[config.mk]
export PLATFORM = sky130hd
export DESIGN_NAME = stack_pair
export DESIGN_NICKNAME = d
export VERILOG_FILES = /design/src/rtl/stk_pkg.sv /design/src/rtl/stk_op_decode.sv /design/src/rtl/stk_ring.sv /design/src/rtl/stk_data_core.sv /design/src/rtl/stk_ret_core.sv /design/src/rtl/stack_pair.sv
export SDC_FILE = /design/constraint.sdc
export NUM_CORES = 1
export LEC_CHECK = 0
export ABC_CLOCK_PERIOD_IN_PS = 2200
export BUFFER_PORTS_ARGS = -buffer_cell sky130_fd_sc_hd__buf_2
export CAP_MARGIN = 25
export CORE_MARGIN = 4
export CORE_UTILIZATION = 50
export DETAILED_ROUTE_END_ITERATION = 16
export PLACE_DENSITY_LB_ADDON = 0.3
export SETUP_SLACK_MARGIN = 0.1
export SLEW_MARGIN = 20
export SYNTH_ARGS = -nofsm -noshare
export SYNTH_HDL_FRONTEND = slang
export SYNTH_SLANG_ARGS = --single-unit
[constraint.sdc]
create_clock -name clk_i -period 2.2 [get_ports clk_i]
set_input_delay 0.11 -clock clk_i [delete_from_list [all_inputs] [get_ports clk_i]]
set_output_delay 0.11 -clock clk_i [all_outputs]
set_load 0.03 [all_outputs]
[src/rtl/stk_pkg.sv]
package stk_pkg;

    typedef enum logic [2:0] {
        DS_IDLE,
        DS_PUSH,
        DS_POP,
        DS_COMB,
        DS_REPL
    } ds_op_e;

    typedef enum logic [1:0] {
        RS_IDLE,
        RS_PUSH,
        RS_POP
    } rs_op_e;

endpackage

[src/rtl/stk_op_decode.sv]
module stk_op_decode
    import stk_pkg::*;
(
    input  logic   ds_push_i,
    input  logic   ds_pop_i,
    input  logic   ds_comb_i,
    input  logic   ds_repl_i,
    input  logic   rs_push_i,
    input  logic   rs_pop_i,
    output ds_op_e ds_op_o,
    output rs_op_e rs_op_o
);

    // Fixed precedence: push, pop, combine, replace.
    always_comb begin
        if (ds_push_i)      ds_op_o = DS_PUSH;
        else if (ds_pop_i)  ds_op_o = DS_POP;
        else if (ds_comb_i) ds_op_o = DS_COMB;
        else if (ds_repl_i) ds_op_o = DS_REPL;
        else                ds_op_o = DS_IDLE;
    end

    always_comb begin
        if (rs_push_i)     rs_op_o = RS_PUSH;
        else if (rs_pop_i) rs_op_o = RS_POP;
        else               rs_op_o = RS_IDLE;
    end

endmodule

[src/rtl/stk_ring.sv]
module stk_ring #(
    parameter int WIDTH = 18,
    parameter int DEPTH = 8,
    localparam int PW   = $clog2(DEPTH)
) (
    input  logic             clk_i,
    input  logic             rst_ni,
    input  logic             push_i,
    input  logic             pop_i,
    input  logic [WIDTH-1:0] wdata_i,
    output logic [WIDTH-1:0] below_o,
    output logic [PW-1:0]    ptr_o
);

    typedef struct packed {
        logic [PW-1:0]                ptr;
        logic [DEPTH-1:0][WIDTH-1:0]  mem;
    } ring_t;

    ring_t st_d, st_q;

    // DEPTH is a power of two, so the pointer wraps by plain overflow.
    always_comb begin
        st_d = st_q;
        if (push_i) begin
            st_d.mem[st_q.ptr] = wdata_i;
            st_d.ptr           = st_q.ptr + PW'(1);
        end else if (pop_i) begin
            st_d.ptr = st_q.ptr - PW'(1);
        end
    end

    always_ff @(posedge clk_i) begin
        if (!rst_ni) st_q <= '0;
        else         st_q <= st_d;
    end

    assign below_o = st_q.mem[st_q.ptr - PW'(1)];
    assign ptr_o   = st_q.ptr;

endmodule

[src/rtl/stk_data_core.sv]
module stk_data_core
    import stk_pkg::*;
#(
    parameter int WIDTH = 18,
    parameter int DEPTH = 8,
    localparam int PW   = $clog2(DEPTH)
) (
    input  logic             clk_i,
    input  logic             rst_ni,
    input  ds_op_e           op_i,
    input  logic [WIDTH-1:0] din_i,
    input  logic [WIDTH-1:0] alu_i,
    output logic [WIDTH-1:0] t_o,
    output logic [WIDTH-1:0] s_o,
    output logic [PW-1:0]    ptr_o
);

    typedef struct packed {
        logic [WIDTH-1:0] t;
        logic [WIDTH-1:0] s;
    } top_t;

    top_t st_d, st_q;
    logic             ring_push, ring_pop;
    logic [WIDTH-1:0] below;

    always_comb begin
        st_d      = st_q;
        ring_push = 1'b0;
        ring_pop  = 1'b0;
        unique case (op_i)
            DS_PUSH: begin
                ring_push = 1'b1;
                st_d.s    = st_q.t;
                st_d.t    = din_i;
            end
            DS_POP: begin
                ring_pop = 1'b1;
                st_d.t   = st_q.s;
                st_d.s   = below;
            end
            DS_COMB: begin
                ring_pop = 1'b1;
                st_d.t   = alu_i;
                st_d.s   = below;
            end
            DS_REPL: st_d.t = din_i;
            default: ;
        endcase
    end

    always_ff @(posedge clk_i) begin
        if (!rst_ni) st_q <= '0;
        else         st_q <= st_d;
    end

    stk_ring #(.WIDTH(WIDTH), .DEPTH(DEPTH)) i_ring (
        .clk_i   (clk_i),
        .rst_ni  (rst_ni),
        .push_i  (ring_push),
        .pop_i   (ring_pop),
        .wdata_i (st_q.s),
        .below_o (below),
        .ptr_o   (ptr_o)
    );

    assign t_o = st_q.t;
    assign s_o = st_q.s;

endmodule

[src/rtl/stk_ret_core.sv]
module stk_ret_core
    import stk_pkg::*;
#(
    parameter int WIDTH = 18,
    parameter int DEPTH = 8,
    localparam int PW   = $clog2(DEPTH)
) (
    input  logic             clk_i,
    input  logic             rst_ni,
    input  rs_op_e           op_i,
    input  logic [WIDTH-1:0] din_i,
    output logic [WIDTH-1:0] r_o,
    output logic [PW-1:0]    ptr_o
);

    logic [WIDTH-1:0] r_d, r_q;
    logic             ring_push, ring_pop;
    logic [WIDTH-1:0] below;

    always_comb begin
        r_d       = r_q;
        ring_push = 1'b0;
        ring_pop  = 1'b0;
        unique case (op_i)
            RS_PUSH: begin
                ring_push = 1'b1;
                r_d       = din_i;
            end
            RS_POP: begin
                ring_pop = 1'b1;
                r_d      = below;
            end
            default: ;
        endcase
    end

    always_ff @(posedge clk_i) begin
        if (!rst_ni) r_q <= '0;
        else         r_q <= r_d;
    end

    stk_ring #(.WIDTH(WIDTH), .DEPTH(DEPTH)) i_ring (
        .clk_i   (clk_i),
        .rst_ni  (rst_ni),
        .push_i  (ring_push),
        .pop_i   (ring_pop),
        .wdata_i (r_q),
        .below_o (below),
        .ptr_o   (ptr_o)
    );

    assign r_o = r_q;

endmodule

[src/rtl/stack_pair.sv]
module stack_pair
    import stk_pkg::*;
#(
    parameter int WIDTH = 18,
    parameter int DEPTH = 8,
    localparam int PW   = $clog2(DEPTH)
) (
    input  logic             clk_i,
    input  logic             rst_ni,
    input  logic             ds_push_i,
    input  logic             ds_pop_i,
    input  logic             ds_comb_i,
    input  logic             ds_repl_i,
    input  logic [WIDTH-1:0] ds_din_i,
    input  logic [WIDTH-1:0] ds_alu_i,
    output logic [WIDTH-1:0] ds_t_o,
    output logic [WIDTH-1:0] ds_s_o,
    input  logic             rs_push_i,
    input  logic             rs_pop_i,
    input  logic [WIDTH-1:0] rs_din_i,
    output logic [WIDTH-1:0] rs_r_o
);

    ds_op_e        ds_op;
    rs_op_e        rs_op;
    logic [PW-1:0] ds_ptr;
    logic [PW-1:0] rs_ptr;

    stk_op_decode i_decode (
        .ds_push_i (ds_push_i),
        .ds_pop_i  (ds_pop_i),
        .ds_comb_i (ds_comb_i),
        .ds_repl_i (ds_repl_i),
        .rs_push_i (rs_push_i),
        .rs_pop_i  (rs_pop_i),
        .ds_op_o   (ds_op),
        .rs_op_o   (rs_op)
    );

    stk_data_core #(.WIDTH(WIDTH), .DEPTH(DEPTH)) i_data (
        .clk_i  (clk_i),
        .rst_ni (rst_ni),
        .op_i   (ds_op),
        .din_i  (ds_din_i),
        .alu_i  (ds_alu_i),
        .t_o    (ds_t_o),
        .s_o    (ds_s_o),
        .ptr_o  (ds_ptr)
    );

    stk_ret_core #(.WIDTH(WIDTH), .DEPTH(DEPTH)) i_ret (
        .clk_i  (clk_i),
        .rst_ni (rst_ni),
        .op_i   (rs_op),
        .din_i  (rs_din_i),
        .r_o    (rs_r_o),
        .ptr_o  (rs_ptr)
    );

endmodule

Word-level counts from Yosys, hierarchy flattened. Cells that the tools add are included.

Output and inout bits: 54. Register bits after elaboration: 348. Logic and storage cells: 73.

Equality and inequality tests: 6. $add $sub $neg: 4. Magnitude comparators: 6. Reductions and logical operators: 9. Multiplexer cells: 27.

Operators by type and width (count): $bwmux 144 (2); $bmux 18 s3 (2); $demux 18 s3 (2); $mux 18 (4); $pmux 18 s2 (2); $pmux 18 s3 (1); $mux 3 (8); $lt 3x4->1 const B (4); $reduce_bool 2->1 (4); $add 3x1->3 const B (2); $eq 3x2->1 const B (2); $ge 3x1->1 const B (2); $sub 3x1->3 const B (2); $mux 1 (4); $mux 2 (2); $reduce_or 2->1 (2); $eq 3x1->1 const B (1); $eq 3x3->1 const B (1); $reduce_bool 3->1 (1); $eq 2x1->1 const B (1); $eq 2x2->1 const B (1); $logic_and 1x1->1 (2).

Logic depth before layout (Yosys ltp). Gate-level depths: netlist of the first run.

Word-level depth: 9. Depth in mapped cells: 10.

By module. From an unflattened synthesis of the first run, not the netlist that was laid out.

Cells, all modules: 2042. Area total of the unflattened synthesis: 16802.4 um^2.

Modules (own cells, without submodules): stk_ring (i_data.i_ring) (seq. area each 2942.8 um^2, area each 6847.8 um^2, cells an instance 869, times used 1); stk_ring (i_ret.i_ring) (seq. area each 2942.8 um^2, area each 6826.5 um^2, cells an instance 869, times used 1); stk_data_core (seq. area each 720.7 um^2, area each 2084.5 um^2, cells an instance 214, times used 1); stk_ret_core (seq. area each 360.3 um^2, area each 994.7 um^2, cells an instance 83, times used 1); stk_op_decode (seq. area each 0.0 um^2, area each 48.8 um^2, cells an instance 7, times used 1).

Worst setup path before layout of the first run. No wires, ideal clock.

Path type: register -> register. Start point: register i_ret.i_ring.st_q (netlist bit i_ret.i_ring.ptr_o[0]). End point: register i_ret.r_q[11] (netlist: i_ret.r_o[11]). Data arrival time: 2164 ps. Stages on the path, launching flop included: 10. Slack: -81 ps. Buffers on the path: 4. Data required time: 2083 ps. Period minus slack after synthesis: 2281 ps. Path through: dfxtp_1 > buf_4 > buf_4 > inv_1 > ha_1 > buf_2 > buf_1 > mux4_2 > a22oi_1 > nand2_1.

Word-level cells in the longest chain between the ends: 4.

RTL lines: start, declared (RTL line stk_ring.sv:20) `ring_t st_d, st_q;`; start signal, assigned (RTL line stk_ring.sv:35) `else st_q <= st_d;`; $sub 3x1->3 (RTL line stk_ring.sv:38) `assign below_o = st_q.mem[st_q.ptr - PW'(1)];`; $bmux 18 s3 (RTL line stk_ring.sv:38); $mux 18 (implied by the code) (RTL line stk_ring.sv:38); $pmux 18 s2 (RTL line stk_ret_core.sv:24) `unique case (op_i)`; end signal, assigned (RTL line stk_ret_core.sv:39) `else r_q <= r_d;`; end, declared (RTL line stk_ret_core.sv:16) `logic [WIDTH-1:0] r_d, r_q;`.

No other way between the ends. The select of a mux whose other input is x is not followed. A chain may end at the register's enable or synchronous reset.

Worst setup path after layout of the first run.
Start point: register i_data.i_ring.st_q (netlist bit i_data.i_ring.ptr_o[2]). End point: register i_data.st_q (netlist bit i_data.s_o[1]).

Word-level cells in the longest chain between the ends: 4.

RTL lines: start, declared (RTL line stk_ring.sv:20); start signal, assigned (RTL line stk_ring.sv:35); $sub 3x1->3 (RTL line stk_ring.sv:38); $bmux 18 s3 (RTL line stk_ring.sv:38); $mux 18 (implied by the code) (RTL line stk_ring.sv:38); $pmux 18 s2 (RTL line stk_data_core.sv:31) `unique case (op_i)`; end signal, assigned (RTL line stk_data_core.sv:54) `else st_q <= st_d;`; end, declared (RTL line stk_data_core.sv:23) `top_t st_d, st_q;`.

No other way between the ends. The select of a mux whose other input is x is not followed.

==> results.py, run 1 <==
metrics = {
    "status": {
        "status": "complete, no violations",
    },
    "sta": {
        "rsz0062_at_grt": "false",
        "clock_skew_ps": 6.72,
        "fmax_mhz": 518,
        "finalSetupViolCount": 0,
        "worst_slew_pin_slew_ps": 1080,
        "hold_violations": 0,
        "finalCritPeriodShare": 0.877,
        "slew_headroom": 0.278,
        "final_max_slew_viol_count": 0,
        "fin_tns_setup_ps": 0,
        "finalCriticalPeriod_ps": 1930,
    },
    "clock_tree": {
        "cts_tree": "yes",
        "clock_latency_ps": 520,
        "cts_sinks": 348,
        "cts_resized": 0,
        "cts_setup_buffers": 0,
        "numCtsBuffers": 38,
        "path_clk_slew_ps": 60,
        "clock_path_buffers": 3,
        "cts-root-buf": "clkbuf_16",
        "h-tree-depth": 2,
        "hold_buffers": 43,
    },
    "worst_setup_path": {
        "path_buf_inv": 0,
        "slowest_stage": "dfxtp_1",
        "crit_required_ps": 2590,
        "critPathKind": "reg2reg",
        "cp_cell_sequence": "xnor2_1 > nand3_2 > o22ai_1 > nor3_1",
        "crit_path_start_kind": "flip-flop",
        "path_delay_family": "flip-flops",
        "cp.depth": 4,
        "r2r_cells": 4,
        "end_kind": "flip-flop",
        "crit_arrival_ps": 2310,
        "max_stage_delay_ps": 670,
        "crit_path_max_fanout": 18,
    },
    "power": {
        "power.internal_uw": 10700,
        "pwr-share-clk": 0.406,
        "p_seq_frac": 0.459,
        "swShare": 0.273,
        "pwr-share-comb": 0.136,
        "power_leakage_uw": 0.00644,
        "vdd_ir_drop_max_v": 0.000623,
        "p_sw_uw": 4030,
        "power_density_nw_per_um2": 805,
        "finalPower_uw": 14800,
    },
    "layout": {
        "register_area_um2": 6970,
        "stdcell_count": 2344,
        "synthToLayoutAreaGrowth_pct": 16.6,
        "antenna_cells": 0,
        "nFillCells": 2624,
        "layout.nets": 1992,
        "multi_input_area_um2": 7910,
        "drive_above_1_share": 0.174,
    },
    "logic_synthesis": {
        "ys.flop_type": "dfxtp_1",
        "seq_area_frac_synth": 0.443,
        "synth_cells": 1818,
        "netlist_area_um2": 15700,
        "avgSynthCellArea_um2": 8.65,
        "synth_edf_count": 0,
        "synth_warnings": 0,
        "synthArstFlopShare": 0,
        "synth_seq_cells": 348,
        "yosysUniqueCellTypes": 40,
        "synth_nets": 1884,
    },
    "floorplan": {
        "die_x_um": 185,
        "rows": 64,
        "die_h_um": 185,
        "pin_count": 116,
        "start_util": 0.510,
        "die_area_um2": 34400,
        "core_um2": 30800,
    },
    "global_route": {
        "grt_pass1_vias": 13400,
        "grt_pass1_wl_um": 71800,
        "grt_use_met2": 0.454,
        "grt-busiest-layer": "met2",
        "grt_use_met3": 0.0467,
        "globalRouteOverflowTotal": 0,
        "antenna_found_initial": 1,
        "grt_use_met1": 0.323,
        "gr-usage-all-layers": 0.261,
        "grt_max_degree": 96,
    },
    "hold_path": {
        "hold_path.class": "in2reg",
        "holdPathStages": 5,
    },
    "place": {
        "gp_congestion": 0.820,
        "dp_hpwl_um": 29000,
        "port_buffers": 115,
        "dp.cells": 2239,
    },
    "routing": {
        "avgRoutedWirePerCell_um": 19.3,
        "drtIter0Drc": 978,
        "drt-pass1-iter-count": 8,
        "drc_errors": 0,
        "wl_um": 45200,
        "antenna_left": 0,
        "vias_per_cell": 5.72,
        "vias": 13400,
    },
    "run": {
        "maxCapViolCount": 0,
    },
}
## layout by cell type (no fill, tap or decap), types with 13 or more instances in the layout
| master | count |
|---|---|
| buf_12 | 13 |
| o21ai_0 | 57 |
| dfxtp_1 | 346 |
| nand2b_1 | 16 |
| dlygate4sd3_1 | 43 |
| a21oi_1 | 44 |
| o22ai_1 | 36 |
| inv_1 | 24 |
| mux4_2 | 72 |
| nand2_1 | 637 |
| nor3_1 | 36 |
| clkbuf_16 | 40 |
| a21boi_1 | 38 |
| buf_2 | 114 |
| buf_4 | 61 |
| a21boi_0 | 251 |
| a22oi_1 | 18 |
## sequential cells by signal, indices dropped and copies added, names as in the netlist
name                 cells
i_data.i_ring.st_q     144
i_ret.i_ring.st_q      144
i_data.s_o              18
i_data.t_o              18
i_ret.r_o               18
i_data.i_ring.ptr_o      3
i_ret.i_ring.ptr_o       3
## routing by layer
layer | up-vias | routed length, µm
li1 | 6343 | -
met2 | 452 | 22300
met1 | 6483 | 18100
met5 | - | 14
met4 | 2 | 1740
met3 | 121 | 3000
## cell usage after synthesis, types with 2 or more instances
master    number  area [µm²]
nand2_2        3        18.8
nor2b_1        7        43.8
buf_6          7        78.8
o22ai_1       36         225
buf_1          2        7.51
nand3_1        7        35.0
a21boi_0     251        1880
a22oi_1       18         135
mux4_2        72        1620
nor2_4         6        67.6
o21ai_0       57         285
a21boi_1      38         285
dfxtp_1      348        6970
buf_4         14         105
nor2_2         6        37.5
nand2_1      637        2390
a21oi_1       44         220
ha_1           4        50.1
nand2b_1      16         100
xor2_1         3        26.3
nor3_1        36         180
buf_2         40         200
xnor2_1        3        26.3
o21ai_1       10        50.1
nor3_4         4        65.1
inv_1         24        90.1
and2_1         5        31.3
nor2_1         7        26.3
nand3_2        2        20.0
clkbuf_1     101         379
## worst reg2reg max path, cell delays in order (launching register included)
cell,delay [ps]
dfxtp_1,670
xnor2_1,220
nand3_2,480
o22ai_1,370
nor3_1,70
## power by group through the flow
stage	clock network (µW)	registers, µW	logic, µW
after global routing	6350	6800	2130
after CTS	6060	6760	1980
after global placement	0	6900	1880
final	5990	6770	2000
after detailed placement	0	6900	1910
after floorplan	0	6870	1280
## area by class of cell
class / instances / share of cell area
Clock buffer: 55 / 0.0604
Clock inverter: 7 / 0.00246
Multi-Input combinational cell: 1282 / 0.431
Timing Repair Buffer: 232 / 0.0943
Sequential cell: 348 / 0.380
Inverter: 24 / 0.00491
Tap cell: 396 / 0.0270
## cells by family after synthesis
kind of cell / Yosys count / share of synthesized area
AND/OR/NAND/NOR: 743 / 0.195
AO/OA/AOI/OAI: 457 / 0.198
flip-flops: 348 / 0.443
buffers and inverters: 188 / 0.0547
multiplexers: 72 / 0.103
XOR/XNOR: 6 / 0.00334
adder cells (fa/ha/maj): 4 / 0.00318
## stage by stage
stage,instance area (µm²),utilization,setup WS [ps],hold slack (ps)
after floorplan,15700,-,114,296
after detailed placement,16800,0.544,306,411
final,18300,0.595,271,38.5
after global routing,18300,0.595,179,63.8
after global placement,16800,0.544,314,400
after CTS,18300,0.595,298,39.7
## worst paths after layout
path | from | to | slack [ps]
setup reg to reg | i_data.i_ring.ptr_o[2] | i_data.s_o[1] | 270
setup / recovery | i_data.i_ring.ptr_o[2] | i_data.s_o[1] | 270
hold reg to reg | i_data.i_ring.st_q[140] | i_data.i_ring.st_q[140] | 450
hold / removal | rs_din_i[16] | i_ret.r_o[16] | 40
Note: power is estimated with default switching activity, not from simulation.
==> inputs of run 2 (changes only) <==
--- a/config.mk
+++ b/config.mk
@@ -16,4 +16,5 @@
 export SLEW_MARGIN = 20
 export SYNTH_ARGS = -nofsm -noshare
 export SYNTH_HDL_FRONTEND = slang
+export SYNTH_HIERARCHICAL = 1
 export SYNTH_SLANG_ARGS = --single-unit
==> constraint.sdc (replaced) <==
create_clock -name clk_i -period 2.2 [get_ports clk_i]
set_input_delay 0.11 -clock clk_i [delete_from_list [all_inputs] [get_ports clk_i]]
set_output_delay 0.11 -clock clk_i [all_outputs]
set_load 0.1 [all_outputs]
==> results.py, run 2 <==
metrics = {
    "clock_tree": {
        "numCtsBuffers": 38,
        "cts-root-buf": "clkbuf_16",
        "cts_sinks": 348,
        "cts_tree": "yes",
        "clock_latency_ps": 540,
        "h-tree-depth": 2,
        "path_clk_slew_ps": 60,
        "clock_path_buffers": 3,
    },
    "layout": {
        "reg_top3": "i_data/i_ring/st_q (144), i_ret/i_ring/st_q (144)",
        "nFillCells": 2820,
        "stdcell_count": 2599,
        "layout_commonest_cell": "nand2_1",
        "final_cell_mix": "nand2_1, dfxtp_1, a21oi_1, nand3_1, mux2i_1",
        "layout.nets": 2197,
        "drive_above_1_share": 0.174,
        "synthToLayoutAreaGrowth_pct": 17.3,
        "antenna_cells": 0,
    },
    "sta": {
        "finalCriticalPeriod_ps": 2160,
        "finalCritPeriodShare": 0.981,
        "fmax_mhz": 463,
        "clock_skew_ps": 32.5,
        "worst_slew_pin_slew_ps": 806,
        "rsz0062_at_grt": "true",
        "slew_headroom": 0.460,
        "finalSetupViolCount": 0,
        "hold_violations": 0,
        "final_max_slew_viol_count": 0,
    },
    "global_route": {
        "grt_max_degree": 148,
        "grt_pass1_wl_um": 80800,
        "gr-usage-all-layers": 0.276,
        "globalRouteOverflowTotal": 0,
        "grt_pass1_vias": 14400,
        "antenna_found_initial": 0,
    },
    "power": {
        "finalPower_uw": 17500,
        "vdd_ir_drop_max_v": 0.000669,
        "power_density_nw_per_um2": 890,
        "power_leakage_uw": 0.00722,
    },
    "routing": {
        "drc_errors": 0,
        "wl_um": 53200,
        "drt-pass1-iter-count": 6,
        "vias": 15300,
        "avgRoutedWirePerCell_um": 20.5,
        "antenna_left": 0,
        "vias_per_cell": 5.89,
        "drtIter0Drc": 1396,
    },
    "logic_synthesis": {
        "netlist_area_um2": 16800,
        "synth_nets": 2104,
        "synth_cells": 2036,
        "synth_warnings": 6,
        "avgSynthCellArea_um2": 8.23,
    },
    "place": {
        "port_buffers": 115,
        "dp.cells": 2473,
        "dp_hpwl_um": 32900,
        "gp_congestion": 0.874,
    },
    "floorplan": {
        "core_um2": 32800,
        "rows": 66,
        "start_util": 0.511,
        "pin_count": 116,
        "die_area_um2": 36500,
        "die_x_um": 191,
        "die_h_um": 191,
    },
    "worst_setup_path": {
        "crit_path_start_kind": "flip-flop",
        "crit_path_max_fanout": 7,
        "crit_arrival_ps": 2590,
        "end_kind": "flip-flop",
        "crit_required_ps": 2630,
        "critPathKind": "reg2reg",
    },
    "hold_path": {
        "hold_path.class": "in2reg",
    },
    "status": {
        "status": "complete, no violations",
    },
    "run": {
        "maxCapViolCount": 0,
    },
}
==> run 2: per-stage QoR <==
step / util / hold WS [ps] / area, µm² / TNS, ps / setup WS (ps)
floorplan: - / 317 / 17100 / -2110 / -123
global placement: 0.540 / 419 / 17700 / 0 / 50.8
detailed placement: 0.540 / 429 / 17700 / -3.43 / -3.43
CTS: 0.589 / 1.54 / 19300 / 0 / 78.6
global route: 0.600 / 34.7 / 19700 / -55.7 / -24.0
finish: 0.600 / 20.3 / 19700 / 0 / 41.6
==> run 2: what timing repair did <==
| item | 4_1_cts | 5_1_grt |
|---|---|---|
| gates cloned | 0 | 6 |
| hold buffers | 45 | 0 |
| hold endpoints to repair | 36 | 0 |
| resized for setup | 3 | 31 |
| pin swaps | 1 | 14 |
| setup endpoints to repair | 43 | 66 |
| buffers inserted | 1 | 6 |
==> run 2: per-layer routing <==
layer | part of all wire | global-route usage | up-vias
li1 | - | - | 7148
met1 | 0.42 | 0.366 | 7329
met2 | 0.46 | 0.452 | 727
met3 | 0.085 | 0.0440 | 115
met4 | 0.036 | 0.112 | 0
met5 | 0 | 0 | -
==> run 2: layout make-up <==
| cell class | instances | area (µm²) | share of cell area |
|---|---|---|---|
| Clock buffer | 58 | 1080 | 0.0547 |
| Inverter | 30 | 118 | 0.00598 |
| Multi-Input combinational cell | 1450 | 8710 | 0.443 |
| Tap cell | 442 | 553 | 0.0281 |
| Sequential cell | 348 | 6980 | 0.355 |
| Timing Repair Buffer | 261 | 2150 | 0.110 |
| Clock inverter | 10 | 72.6 | 0.00369 |
==> run 2: worst max-delay path, stage by stage, from the launching register on <==
cell and delay (ps):
dfxtp_2 320, inv_1 60, ha_4 370, buf_12 140, clkbuf_16 160, mux2i_1 200
nand3_1 90, and4_1 230, mux2_4 260, o211a_1 210
==> run 2: final timing paths <==
check | from | end | slack [ps] | cells after the start
hold reg to reg | i_data/i_ring/st_q[82] | i_data/i_ring/st_q[82] | 450 | 2
setup / recovery | i_ret/i_ring/ptr_o[1] | i_ret/r_o[10] | 40 | 9
setup reg to reg | i_ret/i_ring/ptr_o[1] | i_ret/r_o[10] | 40 | 9
hold / removal | ds_alu_i[6] | i_data/t_o[6] | 20 | 4
==> run 2: where the power goes <==
group          switching, µW  leakage (µW)  internal (µW)
Sequential               390       0.00282           6510
Combinational           2830       0.00384           1760
Clock                   2610      0.000566           3390
==> inputs of run 3 (changes only) <==
--- a/config.mk
+++ b/config.mk
@@ -5,6 +5,7 @@
 export SDC_FILE = /design/constraint.sdc
 export NUM_CORES = 1
 export LEC_CHECK = 0
+export ABC_AREA = 1
 export ABC_CLOCK_PERIOD_IN_PS = 2200
 export BUFFER_PORTS_ARGS = -buffer_cell sky130_fd_sc_hd__buf_2
 export CAP_MARGIN = 25
==> results.py, run 3 <==
metrics = {
    "global_route": {
        "antenna_found_initial": 0,
        "grt_use_met1": 0.375,
        "grt_pass1_wl_um": 82700,
        "gr-usage-all-layers": 0.271,
        "grt-busiest-layer": "met2",
        "grt_use_met3": 0.0438,
        "grt_pass1_vias": 16100,
        "grt_use_met2": 0.433,
        "grt_max_degree": 76,
        "globalRouteOverflowTotal": 0,
    },
    "logic_synthesis": {
        "netlist_area_um2": 17100,
        "avgSynthCellArea_um2": 6.25,
        "synth_nets": 2804,
        "synth_cells": 2736,
        "synth_warnings": 6,
    },
    "worst_setup_path": {
        "slowest_stage": "clkinv_2",
        "crit_arrival_ps": 2360,
        "path_common_cell": "nor2_1",
        "path_delay_family": "simple AND/OR/NAND/NOR gates",
        "path_buf_inv": 3,
        "max_stage_delay_ps": 390,
        "crit_path_start_kind": "flip-flop",
        "cp_cell_sequence": "buf_4 > nand2_1 > inv_2 > nand2_2 > clkinv_2 > nor2_1 > nor2_1",
        "crit_required_ps": 2620,
        "crit_path_max_fanout": 34,
        "end_kind": "flip-flop",
        "critPathKind": "reg2reg",
    },
    "sta": {
        "hold_violations": 0,
        "finalCriticalPeriod_ps": 1940,
        "slew_headroom": 0.448,
        "clock_skew_ps": 22.2,
        "fin_ws_ps": 257,
        "whs_ps": 69.5,
        "worst_slew_pin_slew_ps": 828,
        "finalCritPeriodShare": 0.883,
        "fmax_mhz": 515,
        "finalSetupViolCount": 0,
        "fin_tns_setup_ps": 0,
        "rsz0062_at_grt": "false",
        "final_max_slew_viol_count": 0,
    },
    "clock_tree": {
        "numCtsBuffers": 39,
        "clock_latency_ps": 530,
        "cts-root-buf": "clkbuf_16",
        "cts_setup_buffers": 0,
        "cts_sinks": 348,
        "path_clk_slew_ps": 60,
        "h-tree-depth": 2,
        "clock_path_buffers": 3,
        "cts_tree": "yes",
    },
    "floorplan": {
        "die_h_um": 193,
        "die_area_um2": 37200,
        "rows": 67,
        "start_util": 0.508,
        "pin_count": 116,
        "core_um2": 33600,
        "die_x_um": 193,
    },
    "power": {
        "power_density_nw_per_um2": 897,
        "pwr-share-clk": 0.396,
        "p_seq_frac": 0.389,
        "p_sw_uw": 5830,
        "power.internal_uw": 12100,
        "power_leakage_uw": 0.00924,
        "vdd_ir_drop_max_v": 0.000608,
        "swShare": 0.325,
        "pwr-share-comb": 0.215,
    },
    "routing": {
        "vias_per_cell": 5.18,
        "antenna_left": 0,
        "drt-pass1-iter-count": 5,
        "avgRoutedWirePerCell_um": 15.4,
        "vias": 17300,
        "wl_um": 51300,
        "drc_errors": 0,
        "drtIter0Drc": 1680,
    },
    "layout": {
        "reg_top3": "i_data/i_ring/st_q (144), i_ret/i_ring/st_q (144)",
        "drive_above_1_share": 0.109,
        "antenna_cells": 0,
        "final_cell_area_um2": 20000,
        "final_cell_mix": "nand2_1, nor2_1, dfxtp_1, inv_1, o21ai_0",
        "layout.nets": 2928,
        "layout_commonest_cell": "nand2_1",
        "fin_util": 0.594,
        "synthToLayoutAreaGrowth_pct": 16.9,
    },
    "place": {
        "port_buffers": 115,
        "dpl_worst_slack_ps": 174,
        "gp_congestion": 0.859,
        "dp_hpwl_um": 33000,
        "dpl_cell_area_um2": 18000,
    },
    "hold_path": {
        "hold_path.class": "in2reg",
    },
    "run": {
        "maxCapViolCount": 0,
    },
    "status": {
        "status": "complete, no violations",
    },
}
run 3: timing repair:
action,CTS,global route
endpoints found under the setup margin,0,39
hold buffers,54,0
gates resized for setup,0,10
hold endpoints to repair,36,0
run 3: power groups by stage:
stage / Sequential [µW] / Clock [µW] / Combinational (µW)
after CTS: 6960 / 7160 / 3790
after floorplan: 7720 / 0 / 2060
after global placement: 7090 / 0 / 3640
after global routing: 7010 / 7450 / 4220
final: 6970 / 7090 / 3850
after detailed placement: 7100 / 0 / 3680
run 3: worst paths after layout:
path | endpoint | cells after the start | slack [ps] | startpoint
max | i_ret/i_ring/st_q[29] | 7 | 260 | i_ret/i_ring/ptr_o[0]
min | i_data/i_ring/st_q[14] | 3 | 70 | rst_ni
max reg2reg | i_ret/i_ring/st_q[29] | 7 | 260 | i_ret/i_ring/ptr_o[0]
min reg2reg | i_ret/i_ring/st_q[108] | 2 | 480 | i_ret/i_ring/st_q[108]
run 3: through the flow:
stage	instances	power (µW)
after floorplan	2736	9770
after global placement	3213	10700
after detailed placement	3213	10800
after CTS	3338	17900
after global routing	3338	18700
final	3338	17900
run 3: tightest hold or removal path: cells and delay by family:
family,cells,cell delay (ps)
buf+inv,1,250
compound gates,1,140
simple gates,1,40
run 3: final cells by class:
type	count	area [µm²]
well taps	448	561
repair buffers	225	1630
clock buffers	55	1190
inverters	373	1410
clock inverters	16	234
flip-flops and latches	348	6970
multi-input cells	1873	7980
fillers	3112	13600
run 3: layer usage:
metal	wire length, µm	vias up
met4	1450	0
met3	4060	123
li1	-	8580
met5	0	-
met1	22100	7900
met2	23600	682
